--- src/rtl/jth_pkg.sv ---
package jth_pkg;
   typedef enum logic [3:0] {
      ST_EX2_DR = 4'h0, ST_EX1_DR = 4'h1, ST_SH_DR  = 4'h2, ST_PAU_DR = 4'h3,
      ST_SEL_IR = 4'h4, ST_UPD_DR = 4'h5, ST_CAP_DR = 4'h6, ST_SEL_DR = 4'h7,
      ST_EX2_IR = 4'h8, ST_EX1_IR = 4'h9, ST_SH_IR  = 4'hA, ST_PAU_IR = 4'hB,
      ST_RTI    = 4'hC, ST_UPD_IR = 4'hD, ST_CAP_IR = 4'hE, ST_TLR    = 4'hF
   } tap_state_e;

   typedef enum logic [1:0] {
      DR_BYPASS = 2'd0,
      DR_IDCODE = 2'd1,
      DR_BSCAN  = 2'd2
   } dr_sel_e;
endpackage

--- src/rtl/jth_fsm.sv ---
module jth_fsm
   import jth_pkg::*;
(
   input  logic       tck,
   input  logic       rst_n,
   input  logic       hold,
   input  logic       tms,
   output tap_state_e state
);
   tap_state_e nxt;

   always_comb begin
      nxt = state;
      unique case (state)
         ST_TLR:    nxt = tms ? ST_TLR    : ST_RTI;
         ST_RTI:    nxt = tms ? ST_SEL_DR : ST_RTI;
         ST_SEL_DR: nxt = tms ? ST_SEL_IR : ST_CAP_DR;
         ST_CAP_DR: nxt = tms ? ST_EX1_DR : ST_SH_DR;
         ST_SH_DR:  nxt = tms ? ST_EX1_DR : ST_SH_DR;
         ST_EX1_DR: nxt = tms ? ST_UPD_DR : ST_PAU_DR;
         ST_PAU_DR: nxt = tms ? ST_EX2_DR : ST_PAU_DR;
         ST_EX2_DR: nxt = tms ? ST_UPD_DR : ST_SH_DR;
         ST_UPD_DR: nxt = tms ? ST_SEL_DR : ST_RTI;
         ST_SEL_IR: nxt = tms ? ST_TLR    : ST_CAP_IR;
         ST_CAP_IR: nxt = tms ? ST_EX1_IR : ST_SH_IR;
         ST_SH_IR:  nxt = tms ? ST_EX1_IR : ST_SH_IR;
         ST_EX1_IR: nxt = tms ? ST_UPD_IR : ST_PAU_IR;
         ST_PAU_IR: nxt = tms ? ST_EX2_IR : ST_PAU_IR;
         ST_EX2_IR: nxt = tms ? ST_UPD_IR : ST_SH_IR;
         ST_UPD_IR: nxt = tms ? ST_SEL_DR : ST_RTI;
         default:   nxt = ST_TLR;
      endcase
   end

   always_ff @(posedge tck or negedge rst_n) begin
      if (!rst_n)    state <= ST_TLR;
      else if (hold) state <= ST_TLR;
      else           state <= nxt;
   end


   hold_tlr_chk: assert property (@(posedge tck) disable iff (!rst_n)
      hold |=> (state == ST_TLR));
endmodule

--- src/rtl/jth_ir.sv ---
module jth_ir
   import jth_pkg::*;
#(
   parameter int          IR_W      = 4,
   parameter logic [IR_W-1:0] OP_IDCODE = 4'h2,
   parameter logic [IR_W-1:0] CAPT      = 4'b0001
) (
   input  logic            tck,
   input  logic            rst_n,
   input  tap_state_e      state,
   input  logic            tdi,
   output logic [IR_W-1:0] ir_q,
   output logic [IR_W-1:0] ir_sr,
   output logic            so
);
   always_ff @(posedge tck or negedge rst_n) begin
      if (!rst_n) begin
         ir_sr <= CAPT;
      end else if (state == ST_CAP_IR) begin
         ir_sr <= CAPT;
      end else if (state == ST_SH_IR) begin
         ir_sr <= {tdi, ir_sr[IR_W-1:1]};
      end
   end

   always_ff @(posedge tck or negedge rst_n) begin
      if (!rst_n)                  ir_q <= OP_IDCODE;
      else if (state == ST_TLR)    ir_q <= OP_IDCODE;
      else if (state == ST_UPD_IR) ir_q <= ir_sr;
   end

   assign so = ir_sr[0];


   tlr_idcode_chk: assert property (@(posedge tck) disable iff (!rst_n)
      (state == ST_TLR) |=> (ir_q == OP_IDCODE));
endmodule

--- src/rtl/jth_dr.sv ---
module jth_dr
   import jth_pkg::*;
#(
   parameter int          ID_W   = 32,
   parameter logic [ID_W-1:0] IDCODE = 32'h1A2B_C0DF
) (
   input  logic       tck,
   input  logic       rst_n,
   input  tap_state_e state,
   input  dr_sel_e    sel,
   input  logic       tdi,
   input  logic       bsr_tdo,
   output logic       so
);
   logic            byp_q;
   logic [ID_W-1:0] id_sr;

   always_ff @(posedge tck or negedge rst_n) begin
      if (!rst_n) begin
         byp_q <= 1'b0;
      end else if (sel == DR_BYPASS) begin
         if (state == ST_CAP_DR)     byp_q <= 1'b0;
         else if (state == ST_SH_DR) byp_q <= tdi;
      end
   end

   always_ff @(posedge tck or negedge rst_n) begin
      if (!rst_n) begin
         id_sr <= IDCODE;
      end else if (sel == DR_IDCODE) begin
         if (state == ST_CAP_DR)     id_sr <= IDCODE;
         else if (state == ST_SH_DR) id_sr <= {tdi, id_sr[ID_W-1:1]};
      end
   end

   always_comb begin
      unique case (sel)
         DR_IDCODE: so = id_sr[0];
         DR_BSCAN:  so = bsr_tdo;
         default:   so = byp_q;
      endcase
   end


   byp_cap_chk: assert property (@(posedge tck) disable iff (!rst_n)
      (state == ST_CAP_DR && sel == DR_BYPASS) |=> (byp_q == 1'b0));
endmodule

--- src/rtl/jth_handoff.sv ---
module jth_handoff
   import jth_pkg::*;
#(
   parameter int          IR_W       = 4,
   parameter logic [IR_W-1:0] OP_HANDOFF = 4'h3,
   parameter int          DBG_CYCLES = 2
) (
   input  logic            tck,
   input  logic            rst_n,
   input  logic            trst_n,
   input  tap_state_e      state,
   input  logic [IR_W-1:0] ir_sr,
   input  logic            dbg_evt_n,
   output logic            sec_en
);
   localparam int CNT_W = $clog2(DBG_CYCLES + 1);
   localparam logic [CNT_W-1:0] LAST = CNT_W'(DBG_CYCLES - 1);

   logic [CNT_W-1:0] cnt;
   logic             arm, dbg_hit, ir_hit;

   assign arm    = trst_n && !sec_en && (state == ST_TLR) && !dbg_evt_n;
   assign ir_hit = (state == ST_UPD_IR) && (ir_sr == OP_HANDOFF);

   generate
      if (DBG_CYCLES == 1) begin : g_single
         assign dbg_hit = arm;
      end else begin : g_count
         assign dbg_hit = arm && (cnt == LAST);
      end
   endgenerate

   always_ff @(posedge tck or negedge rst_n) begin
      if (!rst_n)       cnt <= '0;
      else if (!arm)    cnt <= '0;
      else if (!dbg_hit) cnt <= cnt + 1'b1;
      else              cnt <= '0;
   end

   always_ff @(posedge tck or negedge rst_n) begin
      if (!rst_n)                 sec_en <= 1'b0;
      else if (ir_hit || dbg_hit) sec_en <= 1'b1;
   end


   sticky_chk: assert property (@(posedge tck) disable iff (!rst_n)
      sec_en |=> sec_en);

   ir_handoff_chk: assert property (@(posedge tck) disable iff (!rst_n)
      ((state == ST_UPD_IR) && (ir_sr == OP_HANDOFF)) |=> sec_en);

   cnt_clear_chk: assert property (@(posedge tck) disable iff (!rst_n)
      (dbg_evt_n || (state != ST_TLR)) |=> (cnt == '0));
endmodule

--- src/rtl/jtag_dual_tap.sv ---
module jtag_dual_tap
   import jth_pkg::*;
#(
   parameter int          IR_W       = 4,
   parameter int          ID_W       = 32,
   parameter logic [ID_W-1:0] IDCODE     = 32'h1A2B_C0DF,
   parameter logic [IR_W-1:0] OP_BSCAN   = 4'h0,
   parameter logic [IR_W-1:0] OP_IDCODE  = 4'h2,
   parameter logic [IR_W-1:0] OP_HANDOFF = 4'h3,
   parameter logic [IR_W-1:0] IR_CAPT    = 4'b0001,
   parameter int          DBG_CYCLES = 2
) (
   input  logic tck,
   input  logic tms,
   input  logic tdi,
   input  logic trst_n,
   input  logic por_n,
   input  logic dbg_evt_n,
   input  logic bsr_tdo,
   input  logic sec_tdo,
   output logic tdo,
   output logic tdo_oe,
   output logic sec_en,
   output logic sec_tms,
   output logic sec_tdi
);
   generate
      if (IDCODE[0] != 1'b1) begin : g_bad_id
         $error("IDCODE bit 0 must be 1");
      end
      if (IR_W < 2) begin : g_bad_irw
         $error("IR_W must be at least 2");
      end
      if (OP_HANDOFF == OP_IDCODE || OP_HANDOFF == OP_BSCAN || OP_IDCODE == OP_BSCAN) begin : g_bad_op
         $error("opcodes must be distinct");
      end
      if (DBG_CYCLES < 1) begin : g_bad_dbg
         $error("DBG_CYCLES must be at least 1");
      end
   endgenerate

   logic            rst_n;
   tap_state_e      state;
   logic [IR_W-1:0] ir_q, ir_sr;
   logic            ir_so, dr_so, ser_bit;
   dr_sel_e         sel;
   logic            tdo_q, oe_q;

   assign rst_n = por_n & trst_n;

   jth_fsm i_fsm (
      .tck(tck), .rst_n(rst_n), .hold(sec_en), .tms(tms), .state(state)
   );

   jth_ir #(.IR_W(IR_W), .OP_IDCODE(OP_IDCODE), .CAPT(IR_CAPT)) i_ir (
      .tck(tck), .rst_n(rst_n), .state(state), .tdi(tdi),
      .ir_q(ir_q), .ir_sr(ir_sr), .so(ir_so)
   );

   always_comb begin
      if (ir_q == OP_IDCODE)     sel = DR_IDCODE;
      else if (ir_q == OP_BSCAN) sel = DR_BSCAN;
      else                       sel = DR_BYPASS;
   end

   jth_dr #(.ID_W(ID_W), .IDCODE(IDCODE)) i_dr (
      .tck(tck), .rst_n(rst_n), .state(state), .sel(sel),
      .tdi(tdi), .bsr_tdo(bsr_tdo), .so(dr_so)
   );

   jth_handoff #(.IR_W(IR_W), .OP_HANDOFF(OP_HANDOFF), .DBG_CYCLES(DBG_CYCLES)) i_hand (
      .tck(tck), .rst_n(rst_n), .trst_n(trst_n), .state(state),
      .ir_sr(ir_sr), .dbg_evt_n(dbg_evt_n), .sec_en(sec_en)
   );

   assign ser_bit = (state == ST_SH_IR) ? ir_so : dr_so;

   always_ff @(negedge tck or negedge rst_n) begin
      if (!rst_n) begin
         tdo_q <= 1'b0;
         oe_q  <= 1'b0;
      end else begin
         tdo_q <= ser_bit;
         oe_q  <= (state == ST_SH_DR) || (state == ST_SH_IR);
      end
   end

   assign tdo     = sec_en ? sec_tdo : tdo_q;
   assign tdo_oe  = sec_en | oe_q;
   assign sec_tms = sec_en ? tms : 1'b1;
   assign sec_tdi = sec_en & tdi;


   oe_shift_chk: assert property (@(posedge tck) disable iff (!rst_n)
      (!sec_en && tdo_oe) |-> ((state == ST_SH_DR) || (state == ST_SH_IR)));
endmodule

--- config.mk ---
export PLATFORM = sky130hd
export DESIGN_NAME = jtag_dual_tap
export DESIGN_NICKNAME = d
export VERILOG_FILES = /design/src/rtl/jth_pkg.sv /design/src/rtl/jth_fsm.sv /design/src/rtl/jth_ir.sv /design/src/rtl/jth_dr.sv /design/src/rtl/jth_handoff.sv /design/src/rtl/jtag_dual_tap.sv
export SDC_FILE = /design/constraint.sdc
export NUM_CORES = 1
export LEC_CHECK = 0
export BUFFER_PORTS_ARGS = -buffer_cell sky130_fd_sc_hd__buf_2
export CAP_MARGIN = 20
export CORE_ASPECT_RATIO = 1.2
export CORE_MARGIN = 2
export CORE_UTILIZATION = 52
export CTS_CLUSTER_DIAMETER = 30
export CTS_CLUSTER_SIZE = 28
export DETAILED_ROUTE_END_ITERATION = 6
export MAX_ROUTING_LAYER = met4
export PLACE_DENSITY = 0.67
export SYNTH_ARGS = -nofsm -noshare
export SYNTH_HDL_FRONTEND = slang
export SYNTH_SLANG_ARGS = --single-unit
--- constraint.sdc ---
create_clock -name tck -period 2.6 [get_ports tck]
set_input_delay 0.13 -clock tck [delete_from_list [all_inputs] [get_ports tck]]
set_output_delay 0.13 -clock tck [all_outputs]
set_load 0.01 [all_outputs]
# After elaboration in Yosys (flattened, before gate mapping)
# Cells that the tools add are included.
# classes
add_sub_neg	1
eq_ne	20
mux	30
bitwise_logic	3
reduce_logical	20
# op_table
op	count
$mux 32	2
$pmux 4 s12	1
$eq 4x4->1 const B	8
$mux 4	6
$mux 2	10
$eq 4x2->1 const B	4
$eq 4x3->1 const B	4
$mux 3	4
$logic_not 4->1	2
$mux 1	6
$reduce_bool 2->1	3
$logic_and 1x1->1	5
$eq 2x1->1 const B	2
$eq 4x1->1 const B	1
$reduce_and 2->1	2
$reduce_or 2->1	2
$reduce_or 3->1	1
$add 2x1->2 const B	1
$and 1x1->1	2
$eq 2x2->1 const B	1
$logic_not 1->1	2
$logic_not 2->1	1
$logic_or 1x1->1	2
$pmux 1 s2	1
$or 1x1->1	1
# word_totals
reg_bits	50
in_bits	8
out_inout_bits	5
elab_cells	83

# Longest topological paths before layout
# Gate-level depths: netlist of run 1.
# logic_depth
word_depth	7
depth_mapped	5
depth_no_buf	3

# Modules after synthesis
# A second synthesis of run 1 with hierarchy kept.
# unflattened
hier_cells	207
hier_area_um2	2538.7
# modules_own_cells
mod	instances	cells_each	area_per_inst_um2	seq_area_each_um2
jth_dr	1	131	1632.8	845.8
jth_ir	1	30	387.9	202.7
jth_fsm	1	23	216.5	105.1
jth_handoff	1	11	165.2	75.1
jtag_dual_tap	1	12	136.4	50.0

==> results.txt, run 1 <==
Synth top cells by count = dfrtp_1 (26), nor2_1 (26), dfstp_2 (22)
drt first-iter violations = 66
CP max stage cell = dfstp_2
Post-Synth Adder-Cell Area = 0
leakage power = 1.37 nW
Hold Fails Final Rpt = 0
overall die height = 78.4 um
Mapped Cells = 206
synth warn = 0
Core ar. = 0.00453 mm^2
post-synthesis instance area = 0.00240 mm^2
crit end category = flop
top cells by area, synth = dfrtp_1 (27%), dfstp_2 (24%), mux2_4 (8.8%)
Worst slew margin = 0.641
CP required = 1450 ps
FF+latch count, synth = 50
Setup-failing EPs final = 1
DRC violations left = 0
Max Fanout on Critical Path = 2
pwr/cell area = 1100 mW/mm^2
Tot GR Track Use = 0.179
area delta synth->final = 10.5%
Placed Instances = 274
Final Routed Wirelength = 3820 um
CTS Sinks = 50
sequential area share after synthesis = 0.533
Post-synth EDFFs = 0
Internal Power = 0.00195 W
CP cell instances = mux2_4 -> mux2_4 -> mux2_2
Num CTS Buffers = 5
Setup WS post-layout = -216 ps
dpl hpwl = 2580 um
First-pass DRT Iterations = 4
final core occ = 0.586
Finished Layout Cells = 284
Critical Path Max Stage Delay = 550 ps
prevailing post-synth register cell = dfrtp_1
initial core utilization = 0.530
ANT cells = 0
Synth area leader = dfrtp_1
dpl ws = -190 ps
RSZ-0062 raised after global routing = true
peak supply drop = 0.493 mV
die width = 66 um
Async S/R FF share, synth = 1.00
number of fill cells = 393
sw frac = 0.334
mux cell area share after synthesis = 0.192
Crit Path Class = reg2reg
XOR/XNOR Fraction of Synth Area = 0
combinational power share = 0.380
Worst Clk Skew = 11.6 ps
Critical Path Start Type = flop
Worst EP arrival = 1670 ps
Hold Path Class = in2reg
synthesized net count = 214
Routability Congestion = 0.748
largest family of logic cells by synthesized area = multiplexers
Synth Area in Compound Gates = 0.0480
failing checks = negative setup slack
Flop pwr share = 0.460
Worst-Margin Slew = 538 ps
H-tree Lvls = 2
remaining global-route overflow = 0
nets@finish = 233
clock network power share = 0.160
buffers added on ports = 12
Max-Cap Viols = 0
Top Ports = 13
CTS tree = built
CP most frequent cell = mux2_4
Rows = 27
Post-Route Setup TNS = -216 ps
Psw = 0.000977 W
Root Buffer = clkbuf_8
Syn Area/Cell = 11.6 um^2
layout cells sized above 1 = 0.354
Die ar. = 0.00517 mm^2
Routed Antenna Nets = 0
final max-slew violation count = 0
pin count of the biggest net entering global routing = 46
area share of the largest cell type after synthesis = 0.271
Vias = 1501
deepest clock path buffer count = 2
clk slew on worst S/H paths = 100 ps
Yosys cell types = 36
wire per inst = 13.5 um
worst skew pair latency = 310 ps
vias per std cell = 5.29
initial antenna violation count = 0
status = finished, violations left
vias in the first global route = 1516
first-pass GRT wire length = 6800 um
Post-Synth Simple-Gate Area = 0.166
metal layers:
metal / track usage / vias to the layer above / wire, um
li1: - / 712 / -
met1: 0.227 / 763 / 1710
met2: 0.274 / 19 / 1930
met3: 0.0501 / 7 / 114
met4: 0.0694 / 0 / 72
met5: - / - / 0
power groups by stage:
stage | clock [W] | combinational [W] | sequential [W]
floorplan | 0 | 0.000910 | 0.00133
global placement | 0 | 0.00107 | 0.00134
detailed placement | 0 | 0.00112 | 0.00136
CTS | 0.000486 | 0.00113 | 0.00135
global route | 0.000521 | 0.00125 | 0.00138
finish | 0.000468 | 0.00111 | 0.00135
critical path: cells and delay by family, from the launching register on:
family	cells	cell delay [ps]
muxes	3	800
DFF	1	550
logic make-up (layout without fill, tap and decap cells):
group	count (synthesis)	in the layout
flops	50	50
buf+inv	30	50
compound gates	18	18
mux	38	38
simple gates	70	70
final timing paths:
| check | from | to | slack [ps] | cells past startpoint |
|---|---|---|---|---|
| setup / recovery | i_ir.ir_q[1] | tdo_q | -220 | 3 |
| max in group asynchronous | por_n | oe_q | 1010 | 3 |
| setup reg to reg | i_ir.ir_q[1] | tdo_q | -220 | 3 |
| min in group asynchronous | trst_n | i_ir.ir_q[2] | 550 | 4 |
| hold / removal | tms | i_fsm.state[0] | 160 | 2 |
| hold reg to reg | i_hand.cnt[0] | i_hand.cnt[0] | 450 | 1 |
cells in the final DEF, fill, tap and decap left out, drive strengths merged, types with 2 or more instances in the layout:
cell	synthesis	layout
dfrtn	2	2
and2	3	3
clkbuf	1	5
nand4bb	3	3
mux2i	16	16
dfrtp	26	26
nor2	26	26
nand3	2	2
nand2b	8	8
a21o	2	2
nor3	3	3
a21oi	3	3
buf	11	22
dlygate4sd3	0	2
dfstp	22	22
nor2b	10	10
mux2	22	22
inv	18	20
nand2	10	10
o21ai	8	8
flip-flops by register name (all words and copies together) (netlist names):
| name | flops |
|---|---|
| i_dr.id_sr | 32 |
| i_fsm.state | 4 |
| i_ir.ir_q | 4 |
| i_ir.ir_sr | 4 |
| i_hand.cnt | 2 |
| i_dr.byp_q | 1 |
| i_hand.sec_en | 1 |
| oe_q | 1 |
| tdo_q | 1 |
per-stage QoR:
stage          hold WS (ps)  power, W  instance area (um^2)
5_1_grt                 136   0.00316                  2650
2_1_floorplan           256   0.00224                  2410
3_3_place_gp            314   0.00241                  2540
4_1_cts                 142   0.00296                  2650
3_5_place_dp            328   0.00248                  2540
6_report                156   0.00293                  2650
timing repair:
action / in CTS / in global routing
gates resized for setup: 0 / 0
endpoints found under the hold margin: 26 / 0
endpoints found under the setup margin: 1 / 1
hold buffers: 2 / 0
setup buffers: 0 / 0
layout make-up:
type,count,area [um^2],area share
inverters,18,67.6,0.0255
clock buffers,5,68.8,0.0260
multi-input cells,126,982,0.370
well taps,58,72.6,0.0274
flip-flops and latches,50,1280,0.482
clock inverters,3,26.3,0.00991
repair buffers,24,155,0.0585
Power figures use the tool's default switching activity.
==> run 2: changes to the inputs <==
- MAX_ROUTING_LAYER: met4 -> default
==> run 2 against run 1 <==
Effect of this change:
- the run still ends with negative setup slack left
- sequential share of layout area stayed put
- first-iteration DRC count decreased by 7.6%
- hold slack worse by 6.2 ps
- non-clock buffer count stayed put
- die area did not move
- cell count unchanged
- clock-buffer cell count unchanged
- combinational power is essentially flat
- via count rose by 0.47%
==> results.txt, run 2 (synthesized netlist as in run 1, its figures left out) <==
status = finished, violations left (unchanged)
failing checks = negative setup slack (unchanged)
Placed Instances = 274 (unchanged)
CP cell instances = mux2_4 -> mux2_4 -> mux2_2 (unchanged)
crit-path leading delay family = multiplexers (unchanged)
most frequent cells in the layout = nor2_1 (26), dfrtp_1 (26), dfstp_2 (22), inv_1 (18) (unchanged)
worst skew pair latency = 310 ps (about the same)
Critical Path Max Stage Delay = 550 ps (about the same)
Setup WS post-layout = -216 ps (about the same)
postcts setup bufs = 0 (unchanged)
crit end category = flop (unchanged)
remaining global-route overflow = 0 (unchanged)
die width = 66 um (unchanged)
CTS Sinks = 50 (unchanged)
Worst EP arrival = 1670 ps (about the same)
max FFs per register = 32 (unchanged)
area delta synth->final = 10.5% (unchanged)
overall die height = 78.4 um (unchanged)
Crit Path Class = reg2reg (unchanged)
peak supply drop = 0.493 mV (about the same)
Tot GR Track Use = 0.174 (was 0.179)
CTS tree = built (unchanged)
Core ar. = 0.00453 mm^2 (unchanged)
CP required = 1450 ps (about the same)
source of the worst hold timing path = tms (unchanged)
FF-to-FF Start = i_ir.ir_q[1] (unchanged)
worst reg2reg path depth = 3 (unchanged)
Vias = 1508 (was 1501)
drt first-iter violations = 61 (was 66)
Num CTS Buffers = 5 (unchanged)
r2r setup slk = -220 ps (about the same)
deepest clock path buffer count = 2 (unchanged)
Rows = 27 (unchanged)
final max-slew violation count = 0 (unchanged)
CP most frequent cell = mux2_4 (unchanged)
CTS resizes = 0 (unchanged)
pwr/cell area = 1100 mW/mm^2 (about the same)
initial antenna violation count = 0 (unchanged)
Worst Clk Skew = 11.4 ps (was 11.6 ps)
clk slew on worst S/H paths = 100 ps (about the same)
CP max stage cell = dfstp_2 (unchanged)
wire per inst = 13.5 um (about the same)
Die ar. = 0.00517 mm^2 (unchanged)
Worst slew margin = 0.642 (was 0.641)
buffers added on ports = 12 (unchanged)
pin count of the biggest net entering global routing = 46 (unchanged)
dpl hpwl = 2580 um (unchanged)
Setup-failing EPs final = 1 (unchanged)
ANT cells = 0 (unchanged)
Top Ports = 13 (unchanged)
Routability Congestion = 0.738 (was 0.748)
DRC violations left = 0 (unchanged)
initial core utilization = 0.530 (unchanged)
Max Fanout on Critical Path = 2 (unchanged)
Routed Antenna Nets = 0 (unchanged)
Worst-Margin Slew = 538 ps (about the same)
layout cells sized above 1 = 0.354 (unchanged)
First-pass DRT Iterations = 4 (unchanged)
leakage power = 1.37 nW (unchanged)
vias in the first global route = 1513 (was 1516)
Max-Cap Viols = 0 (unchanged)
Final Routed Wirelength = 3830 um (was 3820 um)
Root Buffer = clkbuf_8 (unchanged)
nets@finish = 233 (unchanged)
Hold Fails Final Rpt = 0 (unchanged)
first-pass GRT wire length = 6800 um (unchanged)
post-layout power = 0.00292 W (was 0.00293 W)
Largest Register = i_dr.id_sr (unchanged)
Hold Path Class = in2reg (unchanged)
Endpoint, Worst Hold = i_fsm.state[0] (unchanged)
Critical Path Start Type = flop (unchanged)
FF-to-FF End = tdo_q (unchanged)
H-tree Lvls = 2 (unchanged)
vias per std cell = 5.31 (was 5.29)
Hold WS = 150 ps (was 156 ps)
Hold Path Depth = 2 (unchanged)
Crit path buffers/inverters = 0 (unchanged)
RSZ-0062 raised after global routing = true (unchanged)
Finished Layout Cells = 284 (unchanged)
[run 2: metal layers]
metal	global-route usage	share of wire	vias up
met4	0.0694	0.018	0
met1	0.227	0.44	765
met5	0	0	-
met2	0.274	0.51	23
li1	-	-	713
met3	0.0501	0.035	7
[run 2: layout make-up]
type / instances / area, um^2
Fill cell: 393 / 1880
Sequential cell: 50 / 1280
Multi-Input combinational cell: 126 / 982
Timing Repair Buffer: 24 / 155
Tap cell: 58 / 72.6
Clock buffer: 5 / 68.8
Inverter: 18 / 67.6
Clock inverter: 3 / 26.3
[run 2: how the worst max path moves through the flow]
stage	depth (start not counted)	endpoint	startpoint	slack, ps
final	3	tdo_q	i_ir.ir_q[1]	-220
after global routing	3	tdo_q	i_ir.ir_q[1]	-260
after CTS	3	tdo_q	i_ir.ir_q[1]	-220
after detailed placement	3	tdo_q	i_ir.ir_q[1]	-190
after global placement	3	tdo_q	i_ir.ir_q[1]	-170
after floorplan	3	tdo_q	i_ir.ir_q[1]	-200
[run 2: where the power goes]
group / switching [W] / leakage (nW) / total [W] / internal [W]
Combinational: 0.000546 / 0.719 / 0.00111 / 0.000567
Clock: 0.000269 / 0.0491 / 0.000467 / 0.000198
Sequential: 0.000161 / 0.606 / 0.00135 / 0.00118
[run 2: metrics by stage]
stage / worst slack, ps / util / instance area [um^2] / setup TNS (ps)
floorplan: -199 / - / 2410 / -199
global placement: -170 / 0.560 / 2540 / -170
detailed placement: -190 / 0.560 / 2540 / -190
CTS: -223 / 0.586 / 2650 / -223
global route: -260 / 0.586 / 2650 / -260
finish: -216 / 0.586 / 2650 / -216
[run 2: what timing repair did]
action	4_1_cts	5_1_grt
hold buffers	2	0
setup endpoints to repair	1	1
gates cloned	0	0
endpoints found under the hold margin	26	0
